## config.mk

```make
export PLATFORM = sky130hd
export DESIGN_NAME = flash_prog_seq
export DESIGN_NICKNAME = d
export VERILOG_FILES = /design/src/rtl/fps_pkg.sv /design/src/rtl/fps_step_table.sv /design/src/rtl/fps_tclk_burst.sv /design/src/rtl/flash_prog_seq.sv
export SDC_FILE = /design/constraint.sdc
export NUM_CORES = 1
export LEC_CHECK = 0
export ABC_AREA = 1
export BUFFER_PORTS_ARGS = -buffer_cell sky130_fd_sc_hd__buf_4
export CORE_MARGIN = 10
export CORE_UTILIZATION = 59
export CTS_BUF_LIST = sky130_fd_sc_hd__clkbuf_8
export CTS_CLUSTER_SIZE = 20
export DETAILED_ROUTE_END_ITERATION = 8
export HOLD_SLACK_MARGIN = 0.15
export PLACE_DENSITY = 0.86
export SYNTH_ARGS = -nofsm -noshare
export SYNTH_HDL_FRONTEND = slang
export SYNTH_SLANG_ARGS = --single-unit
```

## constraint.sdc

```tcl
create_clock -name clk -period 3.53 [get_ports clk]
set_input_delay 0.5295 -clock clk [delete_from_list [all_inputs] [get_ports clk]]
set_output_delay 0.5295 -clock clk [all_outputs]
set_load 0.03 [all_outputs]
```

## src/rtl/fps_pkg.sv

```systemverilog
package fps_pkg;
  localparam int WORD_W = 16;

  typedef enum logic [1:0] {
    OP_PROG  = 2'd0,
    OP_ERASE = 2'd1,
    OP_FULL  = 2'd2,
    OP_NONE  = 2'd3
  } op_e;

  typedef enum logic [2:0] {
    ACT_HALT    = 3'd0,
    ACT_RELEASE = 3'd1,
    ACT_MEMWR   = 3'd2,
    ACT_CTL     = 3'd3,
    ACT_BURST   = 3'd4,
    ACT_END     = 3'd5
  } act_e;

  typedef struct packed {
    act_e              act;
    logic [WORD_W-1:0] addr;
    logic [WORD_W-1:0] data;
  } step_t;

  // flash controller register addresses
  localparam logic [WORD_W-1:0] FREG_MODE  = 16'h0128;
  localparam logic [WORD_W-1:0] FREG_CLK   = 16'h012A;
  localparam logic [WORD_W-1:0] FREG_LOCK  = 16'h012C;
  // key-protected values
  localparam logic [WORD_W-1:0] KV_WRITE_ON = 16'hA540;
  localparam logic [WORD_W-1:0] KV_CLK_SRC  = 16'hA540;
  localparam logic [WORD_W-1:0] KV_UNLOCK   = 16'hA500;
  localparam logic [WORD_W-1:0] KV_MODE_OFF = 16'hA500;
  localparam logic [WORD_W-1:0] ERASE_DUMMY = 16'h55AA;
  localparam logic [WORD_W-1:0] CTL_READ    = 16'h2409;
  localparam logic [WORD_W-1:0] FULL_ADDR   = 16'hFFFE;

  function automatic logic [WORD_W-1:0] erase_code(input logic [2:0] sel);
    case (sel)
      3'd1:    return 16'hA504;
      3'd2:    return 16'hA506;
      3'd3:    return 16'hA50C;
      3'd4:    return 16'hA50E;
      default: return 16'hA502;
    endcase
  endfunction
endpackage

```

## src/rtl/fps_step_table.sv

```systemverilog
module fps_step_table
  import fps_pkg::*;
#(
  parameter int IDX_W       = 4,
  parameter int PROG_PULSES = 35,
  parameter int FULL_PULSES = 65535
) (
  input  op_e                   op,
  input  logic [IDX_W-1:0]      idx,
  input  logic [WORD_W-1:0]     addr,
  input  logic [WORD_W-1:0]     data,
  input  logic [2:0]            erase_sel,
  input  logic [WORD_W-1:0]     pulses,
  output step_t                 step
);
  logic [WORD_W-1:0] er_code, er_addr, er_cnt;

  always_comb begin
    er_code = (op == OP_FULL) ? erase_code(3'd2) : erase_code(erase_sel);
    er_addr = (op == OP_FULL) ? FULL_ADDR : addr;
    er_cnt  = (op == OP_FULL) ? WORD_W'(FULL_PULSES) : pulses;
  end

  always_comb begin
    step = '{act: ACT_END, addr: '0, data: '0};
    if (op == OP_PROG) begin
      case (idx)
        4'd0: step = '{ACT_HALT,    '0,        '0};
        4'd1: step = '{ACT_MEMWR,   FREG_MODE, KV_WRITE_ON};
        4'd2: step = '{ACT_MEMWR,   FREG_CLK,  KV_CLK_SRC};
        4'd3: step = '{ACT_MEMWR,   FREG_LOCK, KV_UNLOCK};
        4'd4: step = '{ACT_MEMWR,   addr,      data};
        4'd5: step = '{ACT_CTL,     '0,        CTL_READ};
        4'd6: step = '{ACT_BURST,   '0,        WORD_W'(PROG_PULSES)};
        4'd7: step = '{ACT_MEMWR,   FREG_MODE, KV_MODE_OFF};
        4'd8: step = '{ACT_RELEASE, '0,        '0};
        default: step = '{ACT_END,  '0,        '0};
      endcase
    end else if (op == OP_ERASE || op == OP_FULL) begin
      case (idx)
        4'd0: step = '{ACT_MEMWR, FREG_MODE, er_code};
        4'd1: step = '{ACT_MEMWR, FREG_CLK,  KV_CLK_SRC};
        4'd2: step = '{ACT_MEMWR, FREG_LOCK, KV_UNLOCK};
        4'd3: step = '{ACT_MEMWR, er_addr,   ERASE_DUMMY};
        4'd4: step = '{ACT_CTL,   '0,        CTL_READ};
        4'd5: step = '{ACT_BURST, '0,        er_cnt};
        4'd6: step = '{ACT_MEMWR, FREG_MODE, KV_MODE_OFF};
        default: step = '{ACT_END, '0,       '0};
      endcase
    end
  end
endmodule

```

## src/rtl/fps_tclk_burst.sv

```systemverilog
module fps_tclk_burst #(
  parameter int CNT_W = 16,
  parameter int DIV_W = 10
) (
  input  logic             clk,
  input  logic             rst_n,
  input  logic             start,
  input  logic [CNT_W-1:0] count,
  input  logic [DIV_W-1:0] half,
  output logic             tclk,
  output logic             done
);
  logic [CNT_W-1:0] rem;
  logic [DIV_W-1:0] ph, hq, heff;
  logic             busy;

  always_comb heff = (half == '0) ? DIV_W'(1) : half;

  always_ff @(posedge clk or negedge rst_n) begin
    if (!rst_n) begin
      rem  <= '0;
      ph   <= '0;
      hq   <= DIV_W'(1);
      busy <= 1'b0;
      tclk <= 1'b0;
      done <= 1'b0;
    end else begin
      done <= 1'b0;
      if (start && !busy) begin
        if (count == '0) begin
          done <= 1'b1;
        end else begin
          busy <= 1'b1;
          tclk <= 1'b1;
          rem  <= count;
          hq   <= heff;
          ph   <= heff - 1'b1;
        end
      end else if (busy) begin
        if (ph != '0) begin
          ph <= ph - 1'b1;
        end else if (tclk) begin
          tclk <= 1'b0;
          ph   <= hq - 1'b1;
        end else if (rem == CNT_W'(1)) begin
          busy <= 1'b0;
          done <= 1'b1;
        end else begin
          rem  <= rem - 1'b1;
          tclk <= 1'b1;
          ph   <= hq - 1'b1;
        end
      end
    end
  end
endmodule

```

## src/rtl/flash_prog_seq.sv

```systemverilog
module flash_prog_seq
  import fps_pkg::*;
#(
  parameter int DIV_W       = 10,
  parameter int PROG_PULSES = 35,
  parameter int FULL_PULSES = 65535,
  parameter int REPEATS     = 3
) (
  input  logic              clk,
  input  logic              rst_n,
  input  logic              cmd_valid,
  output logic              cmd_ready,
  input  logic [1:0]        cmd_op,
  input  logic [15:0]       cmd_addr,
  input  logic [15:0]       cmd_data,
  input  logic [2:0]        cmd_erase_sel,
  input  logic [15:0]       cmd_pulses,
  input  logic [DIV_W-1:0]  tclk_half,
  output logic              eng_valid,
  input  logic              eng_ready,
  output logic              eng_ctl,
  output logic [15:0]       eng_addr,
  output logic [15:0]       eng_data,
  output logic              cpu_valid,
  input  logic              cpu_ready,
  output logic              cpu_release,
  output logic              tclk,
  output logic              done
);
  localparam int IDX_W = 4;
  localparam int REP_W = $clog2(REPEATS) + 1;

  typedef enum logic [1:0] {S_IDLE, S_RUN, S_BURST} state_e;

  state_e             state;
  op_e                op_q;
  logic [WORD_W-1:0]  addr_q, data_q, pulses_q;
  logic [2:0]         sel_q;
  logic [IDX_W-1:0]   idx;
  logic [REP_W-1:0]   rep;
  step_t              cur;
  logic               burst_start, burst_done, eng_go, cpu_go;

  fps_step_table #(
    .IDX_W(IDX_W), .PROG_PULSES(PROG_PULSES), .FULL_PULSES(FULL_PULSES)
  ) u_table (
    .op(op_q), .idx(idx), .addr(addr_q), .data(data_q),
    .erase_sel(sel_q), .pulses(pulses_q), .step(cur)
  );

  fps_tclk_burst #(.CNT_W(WORD_W), .DIV_W(DIV_W)) u_burst (
    .clk(clk), .rst_n(rst_n), .start(burst_start), .count(cur.data),
    .half(tclk_half), .tclk(tclk), .done(burst_done)
  );

  always_comb begin
    cmd_ready   = (state == S_IDLE);
    eng_valid   = (state == S_RUN) && (cur.act == ACT_MEMWR || cur.act == ACT_CTL);
    eng_ctl     = (cur.act == ACT_CTL);
    eng_addr    = cur.addr;
    eng_data    = cur.data;
    cpu_valid   = (state == S_RUN) && (cur.act == ACT_HALT || cur.act == ACT_RELEASE);
    cpu_release = (cur.act == ACT_RELEASE);
    burst_start = (state == S_RUN) && (cur.act == ACT_BURST);
    eng_go      = eng_valid && eng_ready;
    cpu_go      = cpu_valid && cpu_ready;
  end

  always_ff @(posedge clk or negedge rst_n) begin
    if (!rst_n) begin
      state    <= S_IDLE;
      op_q     <= OP_NONE;
      addr_q   <= '0;
      data_q   <= '0;
      pulses_q <= '0;
      sel_q    <= '0;
      idx      <= '0;
      rep      <= '0;
      done     <= 1'b0;
    end else begin
      done <= 1'b0;
      case (state)
        S_IDLE: begin
          if (cmd_valid) begin
            op_q     <= op_e'(cmd_op);
            addr_q   <= cmd_addr;
            data_q   <= cmd_data;
            pulses_q <= cmd_pulses;
            sel_q    <= cmd_erase_sel;
            idx      <= '0;
            rep      <= '0;
            state    <= S_RUN;
          end
        end
        S_RUN: begin
          if (eng_go || cpu_go) begin
            idx <= idx + 1'b1;
          end else if (cur.act == ACT_BURST) begin
            state <= S_BURST;
          end else if (cur.act == ACT_END) begin
            if (op_q == OP_FULL && rep != REP_W'(REPEATS - 1)) begin
              rep <= rep + 1'b1;
              idx <= '0;
            end else begin
              done  <= 1'b1;
              state <= S_IDLE;
            end
          end
        end
        S_BURST: begin
          if (burst_done) begin
            idx   <= idx + 1'b1;
            state <= S_RUN;
          end
        end
        default: state <= S_IDLE;
      endcase
    end
  end
endmodule

```

==> summary.md <==
| Metric | Value |
|---|---|
| Yosys Warn Count | `0` |
| All-Layer GR Usage | `0.233` |
| Synth Register Bits | `102` |
| Most common cell after layout, fill and taps aside | `nand2_1` |
| Starting Density | `0.605` |
| GR Overflow Total | `0` |
| Pwr per Cell Area | `943 mW/mm^2` |
| Final Max Slew Viols | `0` |
| Pin count of the biggest net entering global routing | `53` |
| Worst min-delay path category | `input pin to async pin` |
| Worst Path Class, Setup | `flop to primary output` |
| WP data arrival | `between 2 and 3 ns` |
| Worst vdd ir | `between 0.6 and 0.7 mV` |
| Period Utilization, post-route | `0.930` |
| Fmax | `between 300 and 400 MHz` |
| Total Routed Length | `17200 microns` |
| Setup crit end kind | `primary output` |
| Largest fanout on the critical path | `15` |
| Antenna diode count | `0` |
| Worst-path clk slew | `0.10 ns` |
| Status | `finished, final reports clean` |
| Detailed Place HPWL | `~13000 microns` |
| CP most frequent cell | `nand2_2` |
| Worst Tran Pin Value | `0.692 ns` |
| Mapped Cells | `775` |
| WL per Instance | `16.9 microns` |
| Slowest CP cell | `dfrtp_1` |
| # setup viols final | `0` |
| Share of cells above drive strength 1 | `0.255` |
| Placeable Area | `0.0103 sq mm` |
| Synth Net Count | `858` |
| Hold Fails Final Rpt | `0` |
| Initial antenna violation count | `0` |
| Vias | `5723` |
| Yosys cell types | `between 40 and 50` |
| Slew HR | `0.534` |
| First-pass DRT Iterations | `5` |
| Flop-to-flop setup slack | `0.30 ns` |
| Nets | `955` |
| Critical R2R Launch | `op_q[0]` |
| Cell Area, Synth | `0.00622 sq mm` |
| # IOs | `107` |
| Post-synth ARST share | `1.00` |
| Clock net sink count | `102` |
| CTS tree | `built` |
| First-pass GRT wire length | `approximately 28000 microns` |
| CTS Buf Count | `9` |
| Later-pin clock latency in the skew report | `0.40 ns` |
| Vias in the first global route | `5747` |
| Crit start category | `flop` |
| Hold-fix buffers, CTS | `0` |
| GP Congestion | `0.926` |
| Syn Area/Cell | `8.02 sq um` |
| Worst r2r dst | `u_burst.ph[3]` |
| Setup crit end | `eng_addr[15]` |
| Worst Skew | `0.00991 ns` |
| Max-Cap Viols | `0` |
| Commonest cells after routing, fill and taps aside | `nand2_1, buf_4, dfrtp_1` |
| RSZ-0062 raised after global routing | `no` |
| LEAKAGE | `3.74 nW` |
| CP Data Required Time | `about 3 ns` |
| Die Area | `0.0150 sq mm` |
| Top_reg_cell synth | `dfrtp_1` |
| Seq/Total Area, Yosys | `0.411` |
| Post-synth EDFFs | `0` |
| # port buffers | `106` |
| Clock tree buffer depth | `2` |
| Final min period | `about 3.3 ns` |
| Worst r2r path cells | `14` |
| Die span in x | `123 microns` |
| Crit-path max cell delay | `0.43 ns` |
| CP startpoint | `idx[1]` |
| Area growth from synthesis to layout | `18.7%` |
| CTS root buffer | `clkbuf_8` |
| Worst-path cell chain | `inv_1, ha_1, nand3_4, nand2_2, nor2_4, nand2_2, nand2_4, nor2_4, inv_1, nand2_2, o21ai_0, a21oi_1, buf_4` |
| Final setup TNS | `0 ns` |
| Final Util | `0.718` |
| Fillers | `818` |
| Antenna Nets Post-Route | `0` |
| Die Ht | `~120 microns` |
| Via density | `5.65` |
| H-tree Lvls | `3` |
| Residual DRC | `0` |
| FP Rows | `37` |
| Initial DRC Count | `667` |
==> sequential cells by signal (all words and copies together) (netlist names) <==
name / count
data_q: 16
rep: 3
u_burst.rem: 16
op_q: 2
u_burst.hq: 10
idx: 4
done: 1
u_burst.tclk: 1
u_burst.done: 1
addr_q: 16
state: 2
u_burst.busy: 1
sel_q: 3
u_burst.ph: 10
pulses_q: 16
==> kinds of logic after synthesis <==
family	Yosys count	share of synthesized area
compound gates	136	0.126
xor+xnor	13	0.0183
fa+ha+maj	15	0.0302
buf+inv	115	0.0789
flops	102	0.411
mux	42	0.0761
simple gates	352	0.260
==> critical path, delay by kind of cell, from the launching register on <==
family	cells	cell delay, ns
AOI/OAI and AO/OA	2	0.23
adders and majority gates	1	0.34
buffers and inverters	3	0.38
DFF	1	0.43
and+or+nand+nor	7	0.96
==> per-layer routing <==
metal | GRT usage | wire, microns | vias up
met3 | 0.0735 | 1310 | 32
met1 | 0.292 | 7350 | 2727
met5 | 0 | 0 | -
met2 | 0.375 | 8160 | 217
li1 | - | - | 2747
met4 | 0.0729 | 340 | 0
==> repair_timing <==
| item | CTS | global route |
|---|---|---|
| endpoints found under the setup margin | 9 | 21 |
| endpoints found under the hold margin | 0 | 0 |
| setup buffers | 0 | 0 |
| resized for setup | 3 | 4 |
==> through the flow <==
step           cell area, sq um  worst slack [ns]  std cells  hold WS (ns)  power [W]
4_1_cts                    7360            0.0803       1013         0.182    0.00695
3_3_place_gp               7100             0.434        997         0.458    0.00587
2_1_floorplan              6220             0.521        775         0.234    0.00491
3_5_place_dp               7100             0.338        997         0.460    0.00601
6_report                   7380             0.246       1013         0.168    0.00696
5_1_grt                    7380          0.000306       1013         0.203    0.00750
==> report_power, final <==
group	internal (W)	switching [W]	total (W)
registers	0.00173	0.000351	0.00208
logic	0.00144	0.00252	0.00397
clock network	0.000476	0.000439	0.000915
total	0.00365	0.00331	0.00696
==> cells in the mapped netlist, types with 3 or more instances <==
master,number,area share
nor3_1,11,0.0089
nor2_2,3,0.0030
nand4_1,16,0.016
buf_6,6,0.011
xor2_1,12,0.017
nand2_2,11,0.011
mux2_2,42,0.076
a31o_2,4,0.0056
a31oi_1,7,0.0070
clkbuf_1,14,0.0085
nand2_4,3,0.0054
inv_2,10,0.0060
nand2_1,181,0.11
nor4_1,4,0.0040
dfrtp_1,99,0.40
nor2_4,5,0.0091
nor2_1,70,0.042
nand3_1,39,0.031
o21ai_1,32,0.026
o21ai_0,41,0.033
o31ai_1,4,0.0048
dfstp_2,3,0.013
inv_1,77,0.046
a21oi_1,25,0.020
ha_1,15,0.030
o211ai_1,9,0.011
buf_2,5,0.0040
==> final cells by class <==
class	instances	area, sq um	area share
Timing Repair Buffer	113	873	0.118
Multi-Input combinational cell	558	3200	0.434
Inverter	88	330	0.0448
Tap cell	136	170	0.0231
Sequential cell	102	2560	0.346
Clock inverter	7	121	0.0164
Clock buffer	9	124	0.0168
==> worst min-delay path by stage <==
| stage | slack (ns) | endpoint | cells after the start | startpoint |
|---|---|---|---|---|
| after floorplan | 0.23 | addr_q[0] | 0 | rst_n |
| after global placement | 0.46 | u_burst.hq[3] | 2 | u_burst.hq[3] |
| after detailed placement | 0.46 | u_burst.hq[2] | 2 | u_burst.hq[2] |
| after CTS | 0.18 | u_burst.done | 1 | rst_n |
| after global routing | 0.20 | u_burst.done | 1 | rst_n |
| final | 0.17 | u_burst.done | 1 | rst_n |
(Power assumes the default switching activity.)
